===== config.mk =====
export PLATFORM = sky130hd
export DESIGN_NAME = cdiv_top
export DESIGN_NICKNAME = d
export VERILOG_FILES = /design/src/rtl/cdiv_pkg.sv /design/src/rtl/cdiv_ctrl_reg.sv /design/src/rtl/cdiv_decode.sv /design/src/rtl/cdiv_gen.sv /design/src/rtl/cdiv_top.sv
export SDC_FILE = /design/constraint.sdc
export NUM_CORES = 1
export LEC_CHECK = 0
export ABC_AREA = 1
export ABC_CLOCK_PERIOD_IN_PS = 3600
export CAP_MARGIN = 20
export CORE_ASPECT_RATIO = 0.7
export CORE_UTILIZATION = 49
export DETAILED_ROUTE_END_ITERATION = 10
export PLACE_DENSITY_LB_ADDON = 0.1
export SYNTH_ARGS = -nofsm -noshare
export SYNTH_HDL_FRONTEND = slang
export SYNTH_SLANG_ARGS = --single-unit

===== constraint.sdc =====
create_clock -name clk_i -period 3.6 [get_ports clk_i]
set_clock_uncertainty 0.2 [all_clocks]
set_input_delay 0.72 -clock clk_i [delete_from_list [all_inputs] [get_ports clk_i]]
set_output_delay 0.72 -clock clk_i [all_outputs]
set_load 0.02 [all_outputs]

===== src/rtl/cdiv_pkg.sv =====
package cdiv_pkg;

   localparam int unsigned CTRL_W = 32;
   localparam int unsigned HALF_W = CTRL_W / 2;

   typedef enum logic [1:0] {
      DEC_PLUS1 = 2'd0,
      DEC_RAW   = 2'd1,
      DEC_POW2  = 2'd2,
      DEC_TABLE = 2'd3
   } dec_mode_e;

endpackage


===== src/rtl/cdiv_ctrl_reg.sv =====
module cdiv_ctrl_reg
   import cdiv_pkg::*;
#(
   parameter int unsigned    SHIFT   = 4,
   parameter int unsigned    FIELD_W = 4,
   parameter logic [CTRL_W-1:0] RST_VAL = 32'h0000_0030,
   parameter bit             HIWORD  = 1'b0
) (
   input  logic               clk_i,
   input  logic               rst_ni,
   input  logic               wr_en_i,
   input  logic [CTRL_W-1:0]  wr_data_i,
   output logic [CTRL_W-1:0]  rd_data_o,
   output logic [FIELD_W-1:0] field_o
);

   logic [CTRL_W-1:0] ctrl;

   generate
      if (HIWORD) begin : g_masked
         logic [HALF_W-1:0] low_q;
         logic [HALF_W-1:0] msk;
         assign msk = wr_data_i[CTRL_W-1:HALF_W];
         always_ff @(posedge clk_i or negedge rst_ni) begin
            if (!rst_ni) begin
               low_q <= RST_VAL[HALF_W-1:0];
            end else if (wr_en_i) begin
               low_q <= (low_q & ~msk) | (wr_data_i[HALF_W-1:0] & msk);
            end
         end
         assign ctrl = {{HALF_W{1'b0}}, low_q};
      end else begin : g_plain
         logic [CTRL_W-1:0] full_q;
         always_ff @(posedge clk_i or negedge rst_ni) begin
            if (!rst_ni) begin
               full_q <= RST_VAL;
            end else if (wr_en_i) begin
               full_q <= wr_data_i;
            end
         end
         assign ctrl = full_q;
      end
   endgenerate

   assign rd_data_o = ctrl;
   assign field_o   = ctrl[SHIFT +: FIELD_W];

endmodule


===== src/rtl/cdiv_decode.sv =====
module cdiv_decode
   import cdiv_pkg::*;
#(
   parameter dec_mode_e   MODE       = DEC_PLUS1,
   parameter int unsigned FIELD_W    = 4,
   parameter int unsigned DIV_W      = 16,
   parameter bit          ALLOW_ZERO = 1'b0,
   parameter int unsigned TBL_N      = 6,
   parameter logic [TBL_N*FIELD_W-1:0] TBL_KEY = 24'h54_3210,
   parameter logic [TBL_N*DIV_W-1:0]   TBL_DIV = {16'd7, 16'd0, 16'd8, 16'd5, 16'd3, 16'd2}
) (
   input  logic [FIELD_W-1:0] field_i,
   output logic [DIV_W-1:0]   div_o,
   output logic               ok_o
);

   localparam logic [DIV_W-1:0] ONE = DIV_W'(1);

   // ordered table search, stopping at the first zero divisor
   logic [DIV_W-1:0] tbl_div;
   logic             tbl_hit;

   always_comb begin
      logic             stop;
      logic [DIV_W-1:0] ent;
      stop    = 1'b0;
      tbl_hit = 1'b0;
      tbl_div = '0;
      for (int i = 0; i < int'(TBL_N); i++) begin
         ent = TBL_DIV[i*DIV_W +: DIV_W];
         if (!stop) begin
            if (ent == '0) begin
               stop = 1'b1;
            end else if (!tbl_hit && (TBL_KEY[i*FIELD_W +: FIELD_W] == field_i)) begin
               tbl_hit = 1'b1;
               tbl_div = ent;
            end
         end
      end
   end

   generate
      if (MODE == DEC_PLUS1) begin : g_plus1
         assign div_o = DIV_W'(field_i) + ONE;
         assign ok_o  = 1'b1;
      end else if (MODE == DEC_RAW) begin : g_raw
         logic zero_f;
         assign zero_f = (field_i == '0);
         assign div_o  = zero_f ? ONE : DIV_W'(field_i);
         assign ok_o   = !zero_f || ALLOW_ZERO;
      end else if (MODE == DEC_POW2) begin : g_pow2
         assign div_o = ONE << field_i;
         assign ok_o  = 1'b1;
      end else begin : g_table
         assign div_o = tbl_hit ? tbl_div : ONE;
         assign ok_o  = tbl_hit;
      end
   endgenerate

endmodule


===== src/rtl/cdiv_gen.sv =====
module cdiv_gen #(
   parameter int unsigned DIV_W = 16
) (
   input  logic             clk_i,
   input  logic             rst_ni,
   input  logic [DIV_W-1:0] nd_i,
   input  logic             ok_i,
   output logic             clk_o,
   output logic             lvl_o,
   output logic [DIV_W-1:0] div_o,
   output logic             err_o
);

   localparam logic [DIV_W-1:0] ONE = DIV_W'(1);

   logic [DIV_W-1:0] cur_q, cnt_q;
   logic [DIV_W-1:0] nxt_div, nxt_cnt;
   logic             lvl_q, err_q, at_end, nxt_lvl;

   always_comb begin
      at_end  = (cnt_q == cur_q - ONE);
      nxt_div = (at_end && ok_i) ? nd_i : cur_q;
      nxt_cnt = at_end ? '0 : cnt_q + ONE;
      nxt_lvl = (nxt_cnt < (nxt_div >> 1));
   end

   always_ff @(posedge clk_i or negedge rst_ni) begin
      if (!rst_ni) begin
         cur_q <= ONE;
         cnt_q <= '0;
         lvl_q <= 1'b0;
         err_q <= 1'b0;
      end else begin
         cur_q <= nxt_div;
         cnt_q <= nxt_cnt;
         lvl_q <= nxt_lvl;
         err_q <= err_q | ~ok_i;
      end
   end

   assign clk_o = (cur_q == ONE) ? clk_i : lvl_q;
   assign lvl_o = lvl_q;
   assign div_o = cur_q;
   assign err_o = err_q;

endmodule


===== src/rtl/cdiv_top.sv =====
module cdiv_top
   import cdiv_pkg::*;
#(
   parameter dec_mode_e   MODE       = DEC_PLUS1,
   parameter int unsigned SHIFT      = 4,
   parameter int unsigned FIELD_W    = 4,
   parameter int unsigned DIV_W      = 16,
   parameter bit          ALLOW_ZERO = 1'b0,
   parameter bit          HIWORD     = 1'b0,
   parameter logic [31:0] RST_VAL    = 32'h0000_0030,
   parameter int unsigned TBL_N      = 6,
   parameter logic [TBL_N*FIELD_W-1:0] TBL_KEY = 24'h54_3210,
   parameter logic [TBL_N*DIV_W-1:0]   TBL_DIV = {16'd7, 16'd0, 16'd8, 16'd5, 16'd3, 16'd2}
) (
   input  logic             clk_i,
   input  logic             rst_ni,
   input  logic             wr_en_i,
   input  logic [31:0]      wr_data_i,
   output logic [31:0]      rd_data_o,
   output logic             clk_o,
   output logic [DIV_W-1:0] div_o,
   output logic             err_o
);

   localparam int unsigned FIELD_END = SHIFT + FIELD_W;
   localparam int unsigned POW2_NEED = 1 << FIELD_W;

   generate
      if (FIELD_END > CTRL_W) begin : g_chk_fit
         $error("divisor field runs past the control register");
      end
      if (HIWORD && (FIELD_END > HALF_W)) begin : g_chk_half
         $error("mask mode needs the field inside the low half");
      end
      if (HIWORD && (RST_VAL[31:16] != 16'h0)) begin : g_chk_rst
         $error("mask mode needs a zero upper half in the reset value");
      end
      if ((MODE == DEC_POW2) && (DIV_W < POW2_NEED)) begin : g_chk_pow
         $error("DIV_W too small for the power-of-two range");
      end
      if ((MODE != DEC_POW2) && (DIV_W < FIELD_W + 1)) begin : g_chk_div
         $error("DIV_W too small for the field");
      end
      if (ALLOW_ZERO && (MODE != DEC_RAW)) begin : g_chk_zero
         $error("zero bypass applies only to the raw decode");
      end
      if (TBL_N < 1) begin : g_chk_tbl
         $error("table needs at least one entry");
      end
   endgenerate

   logic [FIELD_W-1:0] field;
   logic [DIV_W-1:0]   nd;
   logic               nd_ok;
   logic               lvl_q;

   cdiv_ctrl_reg #(
      .SHIFT   (SHIFT),
      .FIELD_W (FIELD_W),
      .RST_VAL (RST_VAL),
      .HIWORD  (HIWORD)
   ) u_reg (
      .clk_i     (clk_i),
      .rst_ni    (rst_ni),
      .wr_en_i   (wr_en_i),
      .wr_data_i (wr_data_i),
      .rd_data_o (rd_data_o),
      .field_o   (field)
   );

   cdiv_decode #(
      .MODE       (MODE),
      .FIELD_W    (FIELD_W),
      .DIV_W      (DIV_W),
      .ALLOW_ZERO (ALLOW_ZERO),
      .TBL_N      (TBL_N),
      .TBL_KEY    (TBL_KEY),
      .TBL_DIV    (TBL_DIV)
   ) u_dec (
      .field_i (field),
      .div_o   (nd),
      .ok_o    (nd_ok)
   );

   cdiv_gen #(
      .DIV_W (DIV_W)
   ) u_gen (
      .clk_i  (clk_i),
      .rst_ni (rst_ni),
      .nd_i   (nd),
      .ok_i   (nd_ok),
      .clk_o  (clk_o),
      .lvl_o  (lvl_q),
      .div_o  (div_o),
      .err_o  (err_o)
   );

endmodule


==> qor.txt <==
Iteration-0 DRC Markers: 229
Synth Cell Area: 3820 µm²
IO Count: 85
Async SR Flop Fraction: 100%
Crit end category: output port
All-layer global routing usage: 24.8%
Hold/Removal Path Class: primary input to asynchronous set/reset pin
Cell total after placement: 634
Area grow syn2layout: 32.8%
DRT Wirelength: 9.64 mm
Fin util: 68.5%
Initial core utilization: 51.6%
Total gr overflow: 0
Core Footprint: 7420 µm²
Cell family with most CP delay: buffers and inverters
RR Startpoint: u_gen.div_o[0]$_DFFE_PN1P_
Crit path DAT: 2620 ps
Layout cells sized above 1: 15.2%
CP startpoint: clk_i
Layout Nets: 607
Full die area: 8170 µm²
Post-synth top area share: 40.6%
Vias: 3366
CTS tree: yes
Final ANT Viol Nets: 0
Die Ht: 75.9 µm
Met3 Routed Length: 732 µm
Worst path cell trace: clkbuf_8 -> clkbuf_8 -> mux2_2 -> dlygate4sd2_1
Distinct cells, synth: 34
Fin area: 5080 µm²
Initial antenna violation count: 0
Cells after Synth: 459
Final setup viols: 0
Met2 wire len: 4.03 mm
Max Cap Violations: 0
Pin count of the biggest net entering global routing: 37
EDFF count, synth: 0
Vias in the first global route: 3244
Worst-Margin Slew: 530 ps
Metal-1 WL: 4.79 mm
Pre-antenna DRT Iters: 4
Maximum vdd drop: 250 µV
Power Dens Cells: 361 nW/µm²
Max layer used: met4
Post-synthesis sequential area ratio: 42.6%
Buffers on Ports: 83
Clock slew at reported path FFs: 70 ps
Synthesized area per cell: 8.33 µm²
Max-slew violations: 0
Worst skew pair latency: 450 ps
Final Non-Filler Cells: 657
DP Area: 4750 µm²
CP Buf/Inv Count: 3
Dominant cell type by area after synthesis: dfrtp_1
Req. time, crit path: 2680 ps
First-pass GRT wire length: 15.7 mm
Rel. slew slack: 64.6%
CP max stage cell: dlygate4sd2_1
Critical path class: clock port to output port
Critical path's largest stage delay: 330 ps
CP max FO: 2
Total negative slack: 0 ps
Placed wire-length estimate: 7.03 mm
Std-Cell Rows: 26
Fin. Hold Viols: 0
RSZ-0062 raised after global routing: no
Routability congestion estimate from global placement: 0.906
Synthesized net count: 512
YS warnings: 0
Post-DR wirelength/cell: 14.7 µm
Number of diodes: 0
Status: finished, final reports clean
Crit path top cell by count: clkbuf_8
Die width: 108 µm
Ranking of synthesized cells by area: dfrtp_1 41%, nand2_1 12%, mux2_2 9.4%
Vias per cell: 5.12
DRC errors left: 0
Synth Register Bits: 65
Nature of the critical path startpoint: clock port
Most used DFF post-synth: dfrtp_1
P_leak: 2.64 nW
-- layer usage --
layer | track usage, % | up-vias
met4 | 7.26 | 0
met2 | 35.3 | 131
met1 | 37.0 | 1587
met5 | 0 | -
li1 | - | 1636
met3 | 6.20 | 12
-- state kept, by name, indices dropped and copies added, names as in the netlist --
name and cells:
u_gen.div_o 16, u_gen.lvl_o 1, u_reg.rd_data_o 32, u_gen.cnt_q 16
-- power by group --
part,leakage [nW],internal (W),total (W),switching (W)
combinational,1.67,0.000128,0.000229,0.000101
sequential,0.815,0.000767,0.000788,0.0000202
clock,0.153,0.000504,0.000819,0.000316
-- synth_stat cells, drive strengths merged (3+ instances only) --
cell type	count
nand2	125
inv	72
dfrtp	62
nor2	49
mux2	32
nand3	27
ha	18
xor2	13
o21ai	8
a21oi	7
clkbuf	7
nand3b	7
xnor2	6
or2	4
dfstp	3
-- stage by stage --
stage	setup slack [ps]	hold WS [ps]	total power, W
global placement	117	287	0.00103
CTS	48.2	58.4	0.00186
global route	3.49	75.3	0.00191
detailed placement	117	295	0.00103
floorplan	421	224	0.000897
finish	60.6	44.4	0.00184
-- layout by cell type, fill, tap and decap left out, types with 3 or more instances in the layout --
| cell | instances |
|---|---|
| nand2_2 | 3 |
| ha_1 | 17 |
| clkdlybuf4s50_1 | 81 |
| xnor2_1 | 6 |
| nand3_1 | 26 |
| xor2_1 | 13 |
| nor2_2 | 7 |
| dfstp_2 | 3 |
| nor2_1 | 38 |
| clkbuf_8 | 14 |
| dfrtp_1 | 62 |
| inv_1 | 71 |
| nand3b_1 | 7 |
| mux2_2 | 32 |
| buf_4 | 5 |
| nand2_1 | 121 |
| nor2_4 | 4 |
| a21oi_1 | 7 |
| o21ai_0 | 8 |
| or2_2 | 4 |
-- worst paths after layout --
path                                                    to  slack (ps)  depth (start not counted)
max reg2reg                          u_gen.lvl_o$_DFF_PN0_         230                         18
min                        u_reg.rd_data_o[20]$_DFFE_PN0P_          40                          1
min in group clk_i         u_reg.rd_data_o[18]$_DFFE_PN0P_         310                          1
max                                                  clk_o          60                          4
max in group asynchronous   u_reg.rd_data_o[4]$_DFFE_PN1P_        2390                          2
min reg2reg                u_reg.rd_data_o[18]$_DFFE_PN0P_         310                          1
-- cell type report --
class | count | area, µm²
Clock buffer | 15 | 201
Multi-Input combinational cell | 315 | 1920
Sequential cell | 65 | 1630
Tap cell | 98 | 123
Timing Repair Buffer | 87 | 853
Inverter | 72 | 270
Fill cell | 609 | 2340
Clock inverter | 5 | 85.1
-- kinds of logic (layout without fill, tap and decap cells) --
family / Yosys count / after routing / share of synthesized area (%)
xor gates and xnor gates: 19 / 19 / 4.35
muxes: 32 / 32 / 9.42
other: 1 / 1 / 0.0981
adders and majority gates: 18 / 18 / 5.89
DFF: 65 / 65 / 42.6
buffers and inverters: 81 / 179 / 8.25
AOI/OAI and AO/OA: 21 / 21 / 3.17
and+or+nand+nor: 222 / 224 / 26.2
-- timing repair --
action                     in CTS  in global routing
setup buffers                   0                  2
resized for setup               1                  4
pin swaps                       0                  1
cloned                          0                  2
hold buffers                    0                  0
setup endpoints to repair       1                  1
Power figures use the tool's default switching activity.
